File: config.mk
export PLATFORM = sky130hd
export DESIGN_NAME = gpio_bank
export DESIGN_NICKNAME = d
export VERILOG_FILES = /design/src/rtl/gpio_bank_pkg.sv /design/src/rtl/gpio_bank_regs.sv /design/src/rtl/gpio_bank_sync.sv /design/src/rtl/gpio_bank_blink.sv /design/src/rtl/gpio_bank.sv
export SDC_FILE = /design/constraint.sdc
export NUM_CORES = 1
export LEC_CHECK = 0
export BUFFER_PORTS_ARGS = -buffer_cell sky130_fd_sc_hd__buf_4
export CAP_MARGIN = 20
export CELL_PAD_IN_SITES_DETAIL_PLACEMENT = 1
export CELL_PAD_IN_SITES_GLOBAL_PLACEMENT = 1
export CORE_UTILIZATION = 44
export CTS_CLUSTER_SIZE = 30
export DETAILED_ROUTE_END_ITERATION = 16
export MAX_ROUTING_LAYER = met4
export PLACE_DENSITY = 0.91
export SYNTH_ARGS = -nofsm -noshare
export SYNTH_HDL_FRONTEND = slang
export SYNTH_SLANG_ARGS = --single-unit
File: constraint.sdc
create_clock -name clk -period 4.5 [get_ports clk]
set_clock_uncertainty 0.2 [all_clocks]
set_input_delay 0.9 -clock clk [delete_from_list [all_inputs] [get_ports clk]]
set_output_delay 0.9 -clock clk [all_outputs]
set_load 0.02 [all_outputs]
File: src/rtl/gpio_bank_pkg.sv
package gpio_bank_pkg;

    // Register window geometry
    localparam int REG_AW = 8;

    localparam logic [REG_AW-1:0] OFS_DRIVE = 8'h00;
    localparam logic [REG_AW-1:0] OFS_DIR   = 8'h04;
    localparam logic [REG_AW-1:0] OFS_BLINK = 8'h08;
    localparam logic [REG_AW-1:0] OFS_INV   = 8'h0C;
    localparam logic [REG_AW-1:0] OFS_SAMP  = 8'h10;

    typedef enum logic [2:0] {
        SEL_DRIVE,
        SEL_DIR,
        SEL_BLINK,
        SEL_INV,
        SEL_SAMP,
        SEL_NONE
    } reg_sel_e;

    // One write strobe per writable register
    typedef struct packed {
        logic drive;
        logic dir;
        logic blink;
        logic inv;
    } wr_strobe_t;

    function automatic reg_sel_e decode_offset(input logic [REG_AW-1:0] ofs);
        reg_sel_e sel;
        case (ofs)
            OFS_DRIVE: sel = SEL_DRIVE;
            OFS_DIR:   sel = SEL_DIR;
            OFS_BLINK: sel = SEL_BLINK;
            OFS_INV:   sel = SEL_INV;
            OFS_SAMP:  sel = SEL_SAMP;
            default:   sel = SEL_NONE;
        endcase
        return sel;
    endfunction

    // The sampled-input register and unmapped offsets raise no strobe
    function automatic wr_strobe_t make_strobes(input logic we, input reg_sel_e sel);
        wr_strobe_t s;
        s.drive = we && (sel == SEL_DRIVE);
        s.dir   = we && (sel == SEL_DIR);
        s.blink = we && (sel == SEL_BLINK);
        s.inv   = we && (sel == SEL_INV);
        return s;
    endfunction

    function automatic int unsigned counter_width(input int unsigned limit);
        return (limit > 1) ? $clog2(limit) : 1;
    endfunction

endpackage

File: src/rtl/gpio_bank_regs.sv
module gpio_bank_regs
    import gpio_bank_pkg::*;
#(
    parameter int LINES = 32
) (
    input  logic             clk,
    input  logic             rst,
    input  wr_strobe_t       stb,
    input  logic [LINES-1:0] wdata,
    output logic [LINES-1:0] drive_q,
    output logic [LINES-1:0] dir_q,
    output logic [LINES-1:0] blink_q,
    output logic [LINES-1:0] inv_q
);

    // Direction resets to all ones: every line starts as an input
    always_ff @(posedge clk) begin
        if (rst) begin
            drive_q <= '0;
            dir_q   <= '1;
            blink_q <= '0;
            inv_q   <= '0;
        end else begin
            if (stb.drive) drive_q <= wdata;
            if (stb.dir)   dir_q   <= wdata;
            if (stb.blink) blink_q <= wdata;
            if (stb.inv)   inv_q   <= wdata;
        end
    end

endmodule

File: src/rtl/gpio_bank_sync.sv
module gpio_bank_sync #(
    parameter int WIDTH  = 32,
    parameter int STAGES = 2
) (
    input  logic             clk,
    input  logic             rst,
    input  logic [WIDTH-1:0] async_in,
    output logic [WIDTH-1:0] sync_out
);

    logic [WIDTH-1:0] stage_q [STAGES];

    for (genvar s = 0; s < STAGES; s++) begin : g_stage
        if (s == 0) begin : g_first
            always_ff @(posedge clk) begin
                if (rst) stage_q[s] <= '0;
                else     stage_q[s] <= async_in;
            end
        end else begin : g_next
            always_ff @(posedge clk) begin
                if (rst) stage_q[s] <= '0;
                else     stage_q[s] <= stage_q[s-1];
            end
        end
    end

    assign sync_out = stage_q[STAGES-1];

endmodule

File: src/rtl/gpio_bank_blink.sv
module gpio_bank_blink
    import gpio_bank_pkg::*;
#(
    parameter int unsigned HALF = 12_500_000
) (
    input  logic clk,
    input  logic rst,
    output logic phase
);

    localparam int unsigned CW = counter_width(HALF);
    localparam logic [CW-1:0] LAST = CW'(HALF - 1);

    logic [CW-1:0] tick_q;
    logic          wrap;

    assign wrap = (tick_q == LAST);

    always_ff @(posedge clk) begin
        if (rst) begin
            tick_q <= '0;
            phase  <= 1'b0;
        end else if (wrap) begin
            tick_q <= '0;
            phase  <= ~phase;
        end else begin
            tick_q <= tick_q + 1'b1;
        end
    end

endmodule

File: src/rtl/gpio_bank.sv
module gpio_bank
    import gpio_bank_pkg::*;
#(
    parameter int          LINES      = 32,
    parameter int unsigned BLINK_HALF = 12_500_000
) (
    input  logic              clk,
    input  logic              rst,
    input  logic [REG_AW-1:0] reg_addr,
    input  logic              reg_we,
    input  logic [LINES-1:0]  reg_wdata,
    output logic [LINES-1:0]  reg_rdata,
    input  logic [LINES-1:0]  pad_in,
    output logic [LINES-1:0]  pad_out,
    output logic [LINES-1:0]  pad_oe
);

    reg_sel_e         sel;
    wr_strobe_t       stb;
    logic [LINES-1:0] drive_q;
    logic [LINES-1:0] dir_q;
    logic [LINES-1:0] blink_q;
    logic [LINES-1:0] inv_q;
    logic [LINES-1:0] pin_sync;
    logic [LINES-1:0] sampled;
    logic             blink_phase;

    assign sel = decode_offset(reg_addr);
    assign stb = make_strobes(reg_we, sel);

    gpio_bank_regs #(.LINES(LINES)) u_regs (
        .clk     (clk),
        .rst     (rst),
        .stb     (stb),
        .wdata   (reg_wdata),
        .drive_q (drive_q),
        .dir_q   (dir_q),
        .blink_q (blink_q),
        .inv_q   (inv_q)
    );

    gpio_bank_sync #(.WIDTH(LINES), .STAGES(2)) u_sync (
        .clk      (clk),
        .rst      (rst),
        .async_in (pad_in),
        .sync_out (pin_sync)
    );

    gpio_bank_blink #(.HALF(BLINK_HALF)) u_blink (
        .clk   (clk),
        .rst   (rst),
        .phase (blink_phase)
    );

    assign sampled = pin_sync ^ inv_q;

    // Per-line pad driver
    for (genvar i = 0; i < LINES; i++) begin : g_line
        assign pad_oe[i]  = ~dir_q[i];
        assign pad_out[i] = ~dir_q[i] & (drive_q[i] ^ (blink_q[i] & blink_phase));
    end

    always_comb begin
        case (sel)
            SEL_DRIVE: reg_rdata = drive_q;
            SEL_DIR:   reg_rdata = dir_q;
            SEL_BLINK: reg_rdata = blink_q;
            SEL_INV:   reg_rdata = inv_q;
            SEL_SAMP:  reg_rdata = sampled;
            default:   reg_rdata = '0;
        endcase
    end

endmodule

==> summary.txt, run 1 <==
Nets = 1,356
Unrepaired setup endpoints after global routing = false
Htree depth = 1
Crit Path Category = in -> out
Initial DRC Count = 387
Number of I/O pins = 171
WP buf/inv = 3
Placer Congestion = 0.837
DP Worst Slack = 593 ps
Worst path max stage delay = 640 ps
Buffer count from post-CTS setup fixing = 0
Prevailing post-synth register cell = dfxtp_1
Highest Signal Layer = met4
Final Hold Fails = 0
Worst R2R Setup Slack = 1880 ps
CP startpoint = reg_addr[5]
Data arrival time of the worst path = 2910 ps
Die area = 22,000 sq um
Total power = 4090 uW
Post-layout min period = 4010 ps
Syn nets = 1,229
Cell area after synthesis = 9440 sq um
Die height = 148 microns
Vias = 8,778
HP Start = u_sync.stage_q[0][23]
Total CTS buffers = 24
Pin count of the biggest net entering global routing = 101
Fill count = 2,503
Slew Viols, Final = 0
VDD IR max = 0.281 mV
Max_slew headroom = 28.9%
CTS tree = done
Die Wd = 148 microns
Clock latency on the worst-skew pair = 510 ps
Post-synth ARST share = 0%
Worst setup margin = 490 ps
Avg WL per Cell = 19.6 microns
Post-CTS Hold Buffers = 0
Routed met1 length = 12,600 microns
Worst-Margin Slew = 1070 ps
Status = finished clean
Via/cell ratio = 5.59
Worst-path cell with the longest stage delay = nor4b_2
DR pass1 iterations = 5
Routed WL = 30,700 microns
Fin crit share = 89.1%
N_diodes = 0
CTS resizes = 0
Setup TNS = 0 ps
Clock Sinks = 217
Synthesized instance count = 1,153
Reg clk slew, reported paths = 60 ps
Synth-to-layout area growth = 23.2%
Kind of cell adding the most delay to the critical path = simple AND/OR/NAND/NOR gates
Seq/Total Area, Yosys = 46.0%
CP max FO = 20
EDFF count, synth = 0
Netlist cell types = 38
Mean Syn Cell Area = 8.19 sq um
Starting Density = 44.9%
Met3 routed WL = 1490 microns
Remaining DRCs = 0
Pleak = 0.00489 uW
Row cnt = 53
Worst setup EP type = output port
Fmax = 0.249 GHz
Gr ovfl total = 0
Layout cells sized above 1 = 18.2%
Cell Chain, Critical Path = buf_4 -> nor4b_2 -> and3_2 -> buf_12 -> a22oi_1 -> o21ai_1 -> buf_4
Post-DRT Antenna Nets = 0
Most frequent CP cell = buf_4
Initial antenna violation count = 0
Clock root buffer = clkbuf_16
Hold Crit Class = reg -> reg
Global-route usage over all layers = 28.5%
DPL Wire Length = 19,200 microns
Vias in the first global route = 9,154
PwrDens = 352 nW/um^2
Port Buffers = 170
Number of synthesized register bits = 217
Longest Clk Path Bufs = 3
First-pass GRT wire length = 48,100 microns
Max-cap viol count = 0
Warnings, synthesis = 0
Core Area = 21,000 sq um
Worst EP required = 3400 ps
Final Setup Violations = 0
Crit start category = primary input
Met2 Wirelength = 15,500 microns
Worst r2r src = u_blink.tick_q[0]
## stage by stage
stage	instances	instance area (sq um)	utilization, %	hold slack (ps)
floorplan	1153	9440	-	214
global placement	1529	10900	51.7	217
detailed placement	1529	10900	51.7	229
CTS	1571	11600	55.3	239
global route	1571	11600	55.3	255
finish	1571	11600	55.3	230
## flip-flops by register name, indices dropped and copies added, names as in the netlist
name and count:
u_blink.phase 1, u_regs.dir_q 32, u_regs.inv_q 32, u_regs.drive_q 32, u_regs.blink_q 32, u_sync.stage_q 64
u_blink.tick_q 24
## layer usage
metal / GRT usage (%) / vias to the layer above
met5: - / -
met3: 3.37 / 80
li1: - / 4070
met4: 12.7 / 0
met1: 32.8 / 4359
met2: 49.4 / 269
## Yosys cell counts (2+ instances only)
cell / number / area [sq um]
a211oi_1: 32 / 240
a21oi_1: 105 / 526
a22oi_1: 32 / 240
and2_1: 3 / 18.8
and3_1: 8 / 50.1
and4_1: 4 / 35.0
buf_2: 24 / 120
buf_4: 4 / 30.0
clkbuf_1: 53 / 199
dfxtp_1: 217 / 4340
inv_1: 34 / 128
mux2i_1: 32 / 320
nand2_1: 233 / 875
nand3_1: 9 / 45.0
nand3_4: 2 / 35.0
nand3b_1: 32 / 240
nand4_1: 9 / 56.3
nor2_1: 113 / 424
nor2b_1: 65 / 407
nor3b_1: 2 / 15.0
nor4b_1: 2 / 17.5
o21ai_0: 2 / 10.0
o21ai_1: 33 / 165
o31ai_1: 7 / 52.6
or3_1: 3 / 18.8
or4_1: 6 / 45.0
xnor2_1: 33 / 289
xor2_1: 44 / 385
## kinds of logic after synthesis
logic type | after synthesis | share of synthesized area, %
flip-flops | 217 | 46.0
multiplexers | 32 | 3.39
buffers and inverters | 116 | 5.17
AND/OR/NAND/NOR | 497 | 24.8
AO/OA/AOI/OAI | 213 | 13.3
XOR/XNOR | 77 | 7.15
adder cells (fa/ha/maj) | 1 | 0.133
## power breakdown
group / switching [uW] / internal (uW)
Combinational: 122 / 92.6
Sequential: 14.0 / 1950
Clock: 780 / 1130
## layout make-up
| class | instances | area (sq um) | area share [%] |
|---|---|---|---|
| tap | 275 | 344 | 2.96 |
| multi-input combinational | 820 | 4630 | 39.8 |
| clock inverter | 2 | 16.3 | 0.140 |
| timing repair buffer | 183 | 1420 | 12.2 |
| clock buffer | 40 | 752 | 6.47 |
| inverter | 34 | 128 | 1.10 |
| sequential | 217 | 4350 | 37.4 |
## cells in the final DEF, fill, tap and decap left out, drive strengths merged, types with 2 or more instances in the layout
cell type / synthesis / layout
or3: 3 / 3
o31ai: 7 / 7
nand2: 234 / 234
clkbuf: 53 / 40
and2: 3 / 3
a211oi: 32 / 32
dfxtp: 217 / 217
o21ai: 35 / 35
nand3b: 32 / 32
a22oi: 32 / 32
or4: 7 / 7
and4: 5 / 5
xnor2: 33 / 33
nand3: 11 / 11
a21oi: 106 / 106
inv: 34 / 35
mux2i: 32 / 32
xor2: 44 / 44
nor2: 113 / 113
nor2b: 65 / 65
nor3b: 2 / 2
and3: 9 / 9
nor4b: 3 / 3
buf: 29 / 183
nand4: 9 / 9
## path summary, 6_finish.rpt
| kind | cells after the start | endpoint |
|---|---|---|
| setup / recovery | 7 | reg_rdata[31] |
| hold / removal | 1 | u_sync.stage_q[1][23] |
| setup reg to reg | 5 | u_blink.tick_q[3] |
| hold reg to reg | 1 | u_sync.stage_q[1][23] |
Note: power is estimated with default switching activity, not from simulation.
==> run 2: changes to the inputs <==
Settings changed: CORE_UTILIZATION 44 to 29, PLACE_DENSITY 0.91 to 0.66, SLEW_MARGIN from default to 20.
==> run 2 against run 1 <==
Against the previous run:
- count of clock-buffer cells in the layout fell by 6
- critical path depth shrank 1
- critical endpoint is now reg_rdata[22]
- critical path type unchanged
- sequential share of layout area decreased by 0.62 points
- non-clock buffer count is the same
- routed wire length shrank 1.5%
- core utilization decreased by 18 points
- global-route usage shrank 9.8 points
- largest cell class unchanged
- final cell count rose by 10%
==> summary.txt, run 2 (synthesized netlist as in run 1, its figures left out) <==
Initial antenna violation count = 0
PwrDens = 350 nW/um^2
Gr ovfl total = 0
First-pass GRT wire length = 47,700 microns
Status = finished clean
Nets = 1,357
Data arrival time of the worst path = 2590 ps
Filler-free cell count of the finished design = 1,732
Vias = 8,296
Core Area = 31,800 sq um
Clock Sinks = 217
Die height = 182 microns
Starting Density = 29.7%
Number of I/O pins = 171
Worst-path cell with the longest stage delay = buf_4
DP Worst Slack = 747 ps
Worst path max stage delay = 430 ps
Max_slew headroom = 26.8%
Unrepaired setup endpoints after global routing = false
Clock root buffer = clkbuf_16
VDD IR max = 0.231 mV
Fin crit share = 82.0%
Commonest non-fill, non-tap cell in the layout = nand2_1
Post-CTS Hold Buffers = 0
Pin count of the biggest net entering global routing = 113
Via/cell ratio = 4.79
Most frequent cells in the layout = nand2_1 (232), dfxtp_1 (216), buf_4 (181)
Most frequent CP cell = buf_4
Largest Register = u_sync.stage_q
Worst setup margin = 809 ps
Htree depth = 1
Slew Viols, Final = 0
Row cnt = 65
Worst-Margin Slew = 1100 ps
Crit start category = primary input
Buffer count from post-CTS setup fixing = 0
Sequential Area = 4350 sq um
Worst setup EP type = output port
Initial DRC Count = 347
CTS tree = done
Largest register FFs = 64
Critical Path Sink = reg_rdata[22]
Pleak = 0.00490 uW
Hold Crit Class = reg -> reg
Routed WL = 30,300 microns
Worst r2r src = u_blink.tick_q[0]
Total power = 4140 uW
Area of the multi-input gates = 4630 sq um
DPL Wire Length = 19,200 microns
Vias in the first global route = 8,616
Worst EP required = 3400 ps
Synth-to-layout area growth = 25.3%
CP max FO = 35
Layout cells sized above 1 = 18.7%
Die area = 33,300 sq um
Port Buffers = 170
N_diodes = 0
DR pass1 iterations = 4
Total CTS buffers = 25
Remaining DRCs = 0
Global-route usage over all layers = 18.6%
Worst reg2reg path depth = 5
CTS resizes = 0
Post-layout min period = 3690 ps
Post-DRT Antenna Nets = 0
Final Hold Fails = 0
Cell Chain, Critical Path = buf_4 -> nor2b_4 -> buf_4 -> a21oi_1 -> o21ai_1 -> buf_4
WHS Path Cells = 1
Fill count = 3,807
Reg clk slew, reported paths = 60 ps
Max-cap viol count = 0
Fmax = 0.271 GHz
Final Setup Violations = 0
CP startpoint = reg_addr[3]
Die Wd = 182 microns
Hold slack = 233 ps
Longest Clk Path Bufs = 3
Clock latency on the worst-skew pair = 520 ps
Setup TNS = 0 ps
Crit Path Category = in -> out
Placed Instances = 1,689
Worst reg2reg endpoint = u_blink.tick_q[2]
Avg WL per Cell = 17.5 microns
Placer Congestion = 0.788
Worst R2R Setup Slack = 1960 ps
[run 2: cell count changes in the layout (fill, tap and decap cells not counted), sizes merged]
cell | before | now
inv | 35 | 34
bufinv | 0 | 1
clkinvlp | 0 | 1
clkbuf | 40 | 34
clkinv | 1 | 7
[run 2: metrics by stage]
step,instance area (sq um),util (%)
2_1_floorplan,9440,-
3_3_place_gp,11000,34.7
3_5_place_dp,11000,34.7
4_1_cts,11800,37.2
5_1_grt,11800,37.2
6_report,11800,37.2
[run 2: how the worst min path moves through the flow]
stage | start | endpoint | slack (ps)
2_1_floorplan | u_sync.stage_q[0][0] | u_sync.stage_q[1][0] | 210
3_3_place_gp | u_sync.stage_q[0][4] | u_sync.stage_q[1][4] | 220
3_5_place_dp | u_sync.stage_q[0][15] | u_sync.stage_q[1][15] | 220
4_1_cts | u_sync.stage_q[0][15] | u_sync.stage_q[1][15] | 240
5_1_grt | u_sync.stage_q[0][10] | u_sync.stage_q[1][10] | 250
6_report | u_sync.stage_q[0][30] | u_sync.stage_q[1][30] | 230
[run 2: where the power goes]
group	internal, uW	switching [uW]
clock	1150	810
sequential	1950	12.4
combinational	91.9	117
total	3200	939
[run 2: critical path: cells and delay by family]
kind,cells,cell delay [ps]
AO/OA/AOI/OAI,2,370
buffers and inverters,3,1040
AND/OR/NAND/NOR,1,250
[run 2: cell type report]
| class | instances | share of cell area (%) |
|---|---|---|
| multi-input combinational | 820 | 39.2 |
| inverter | 34 | 1.08 |
| clock buffer | 34 | 6.00 |
| clock inverter | 9 | 0.645 |
| sequential | 217 | 36.7 |
| tap | 435 | 4.60 |
| timing repair buffer | 183 | 11.8 |
[run 2: per-layer routing]
metal	GRT usage, %	routed length (microns)	vias to the layer above	share of wire [%]
li1	-	-	4060	-
met1	22.1	13400	4013	44
met2	33.1	15100	172	50
met3	2.81	1170	51	3.9
met4	4.34	580	0	1.9
met5	-	0	-	0
==> run 3: changes to the inputs <==
Settings changed: ABC_AREA from default to 1, PLACE_DENSITY 0.66 to 0.69.
Clock period 4.5 ns to 3.8 ns, I/O delays scaled along.
==> run 3 against run 2 <==
Against the previous run:
- die area is 8.1% higher
- final cell count up 25%
- sequential power rose by 19%
- combinational power up 26%
- synthesized area up 8.2%
- count of clock-buffer cells in the layout unchanged
- largest power group is now clock
- highest routed layer unchanged
==> summary.txt, run 3 <==
Final Hold Fails = 0
Met3 routed WL = 1920 microns
Nets = 1,775
Placer Congestion = 0.847
Sequential Power Share = 46.3%
Port Buffers = 170
WHS Path Cells = 2
EDFF count, synth = 0
Routed WL = 35,800 microns
Pleak = 0.00615 uW
Worst EP required = 2840 ps
Total power = 5040 uW
Crit start category = primary input
Yosys top cell area share = 42.5%
Gr ovfl total = 0
Worst reg2reg path depth = 8
PwrDens = 394 nW/um^2
Status = finished clean
Power Internal = 3880 uW
Htree depth = 1
Synth-to-layout area growth = 25.2%
Row cnt = 68
Clock Sinks = 217
Setup TNS = 0 ps
Commonest non-fill, non-tap cell in the layout = nand2_1
Worst r2r src = u_blink.tick_q[0]
CP max FO = 10
Post-synth ARST share = 0%
Yosys top cell by area = dfxtp_1
Layout cells sized above 1 = 15.2%
Longest Clk Path Bufs = 3
Clock share of power = 48.5%
Data arrival time of the worst path = 2430 ps
VDD IR max = 0.296 mV
Seq/Total Area, Yosys = 42.5%
Die area = 36,000 sq um
Pin count of the biggest net entering global routing = 98
Warnings, synthesis = 0
Post-DRT Antenna Nets = 0
Max_slew headroom = 41.3%
Fmax = 0.295 GHz
First-pass GRT wire length = 56,100 microns
Vias in the first global route = 10.2k
Max-cap viol count = 0
Slew Viols, Final = 0
Die Wd = 190 microns
Worst reg2reg endpoint = u_blink.tick_q[16]
Hold Crit Class = reg -> reg
Remaining DRCs = 0
N_diodes = 0
Top post-synthesis cells by count = nand2_1 (386), nor2_1 (315), dfxtp_1 (217)
Most numerous cell in the Yosys netlist = nand2_1
Number of synthesized register bits = 217
Most frequent cells in the layout = nand2_1 (386), nor2_1 (315), dfxtp_1 (216)
DPL Wire Length = 24,700 microns
P_sw = 1160 uW
Worst-Margin Slew = 878 ps
Initial antenna violation count = 0
Worst setup EP type = output port
Post-CTS Hold Buffers = 0
Post-layout min period = 3390 ps
Switch share = 23.0%
Routed met1 length = 17,300 microns
Synthesized instance count = 1,555
Worst R2R Setup Slack = 1240 ps
Buffer count from post-CTS setup fixing = 0
DR pass1 iterations = 4
Final Setup Violations = 0
Via/cell ratio = 4.70
Die height = 190 microns
Number of I/O pins = 171
Mean Syn Cell Area = 6.57 sq um
Unrepaired setup endpoints after global routing = false
Starting Density = 29.5%
CTS resizes = 0
Vias = 10.2k
Combinational fraction of design power = 5.2%
Worst Hold End = u_sync.stage_q[1][20]
Netlist cell types = 29
CTS tree = done
Avg WL per Cell = 16.5 microns
HP Start = u_sync.stage_q[0][20]
Largest register FFs = 64
Worst setup margin = 405 ps
Cell area after synthesis = 10,200 sq um
Prevailing post-synth register cell = dfxtp_1
Met2 Wirelength = 15,800 microns
Largest Register = u_sync.stage_q
Initial DRC Count = 516
Fin crit share = 89.3%
Core Area = 34,600 sq um
Syn nets = 1,631
Total CTS buffers = 25
Global-route usage over all layers = 20.4%
Hold slack = 198 ps
Area contributors post-synth = dfxtp_1 (43%), nand2_1 (14%), nor2_1 (12%), nand3_1 (8.0%), inv_1 (6.5%)
Highest Signal Layer = met4
Reg clk slew, reported paths = 60 ps
Crit Path Category = in -> out
Clock latency on the worst-skew pair = 530 ps
Clock root buffer = clkbuf_16
DP Worst Slack = 446 ps
## run 3: cell types whose count changed after synthesis, sizes merged, moves of 65 or more
cell | previous run | this run
nor2b | 65 | 0
nand2 | 234 | 388
inv | 34 | 179
nor2 | 113 | 324
nand3 | 11 | 166
## run 3: layer usage
metal / up-vias / GRT usage, %
li1: 5083 / -
met3: 53 / 2.79
met2: 251 / 31.5
met4: 0 / 5.74
met5: - / -
met1: 4817 / 27.6
## run 3: power by group through the flow
| stage | sequential, uW | combinational, uW | clock [uW] |
|---|---|---|---|
| after floorplan | 2370 | 129 | 0 |
| after global placement | 2380 | 260 | 0 |
| after detailed placement | 2380 | 264 | 0 |
| after CTS | 2330 | 266 | 2500 |
| after global routing | 2340 | 290 | 2610 |
| final | 2330 | 263 | 2440 |
## run 3: worst max path at each step
stage	startpoint	depth (start not counted)	end
global placement	reg_addr[1]	9	reg_rdata[1]
global route	reg_addr[1]	9	reg_rdata[1]
CTS	reg_addr[1]	9	reg_rdata[1]
detailed placement	reg_addr[1]	9	reg_rdata[1]
finish	reg_addr[1]	9	reg_rdata[1]
floorplan	reg_addr[1]	8	reg_rdata[11]
## run 3: cell type report
class,instances,area [sq um]
fillers,4423,21800
flip-flops and latches,217,4350
multi-input cells,1076,4820
inverters,182,684
repair buffers,197,1530
clock inverters,10,106
clock buffers,34,729
well taps,455,569
## run 3: logic make-up (layout without fill, tap and decap cells)
family,count (synthesis),count (layout),share of synthesized area (%)
buf+inv,262,423,10.3
simple gates,884,884,35.3
flops,217,217,42.5
compound gates,149,149,8.09
fa+ha+maj,1,1,0.123
xor+xnor,42,42,3.60
## run 3: critical path, cell delays in order
cell and delay, ps:
buf_4 110, nor2_2 190, nand3_1 190, nor2_4 150, clkinv_1 400, nor2_1 230
nor2_1 70, nand2_1 160, buf_4 180
## run 3: stage by stage
step / util [%] / cell area, sq um / std cells
after floorplan: - / 10200 / 1555
after global placement: 34.5 / 11900 / 2127
after detailed placement: 34.5 / 11900 / 2127
after CTS: 36.9 / 12800 / 2171
after global routing: 36.9 / 12800 / 2171
final: 36.9 / 12800 / 2171
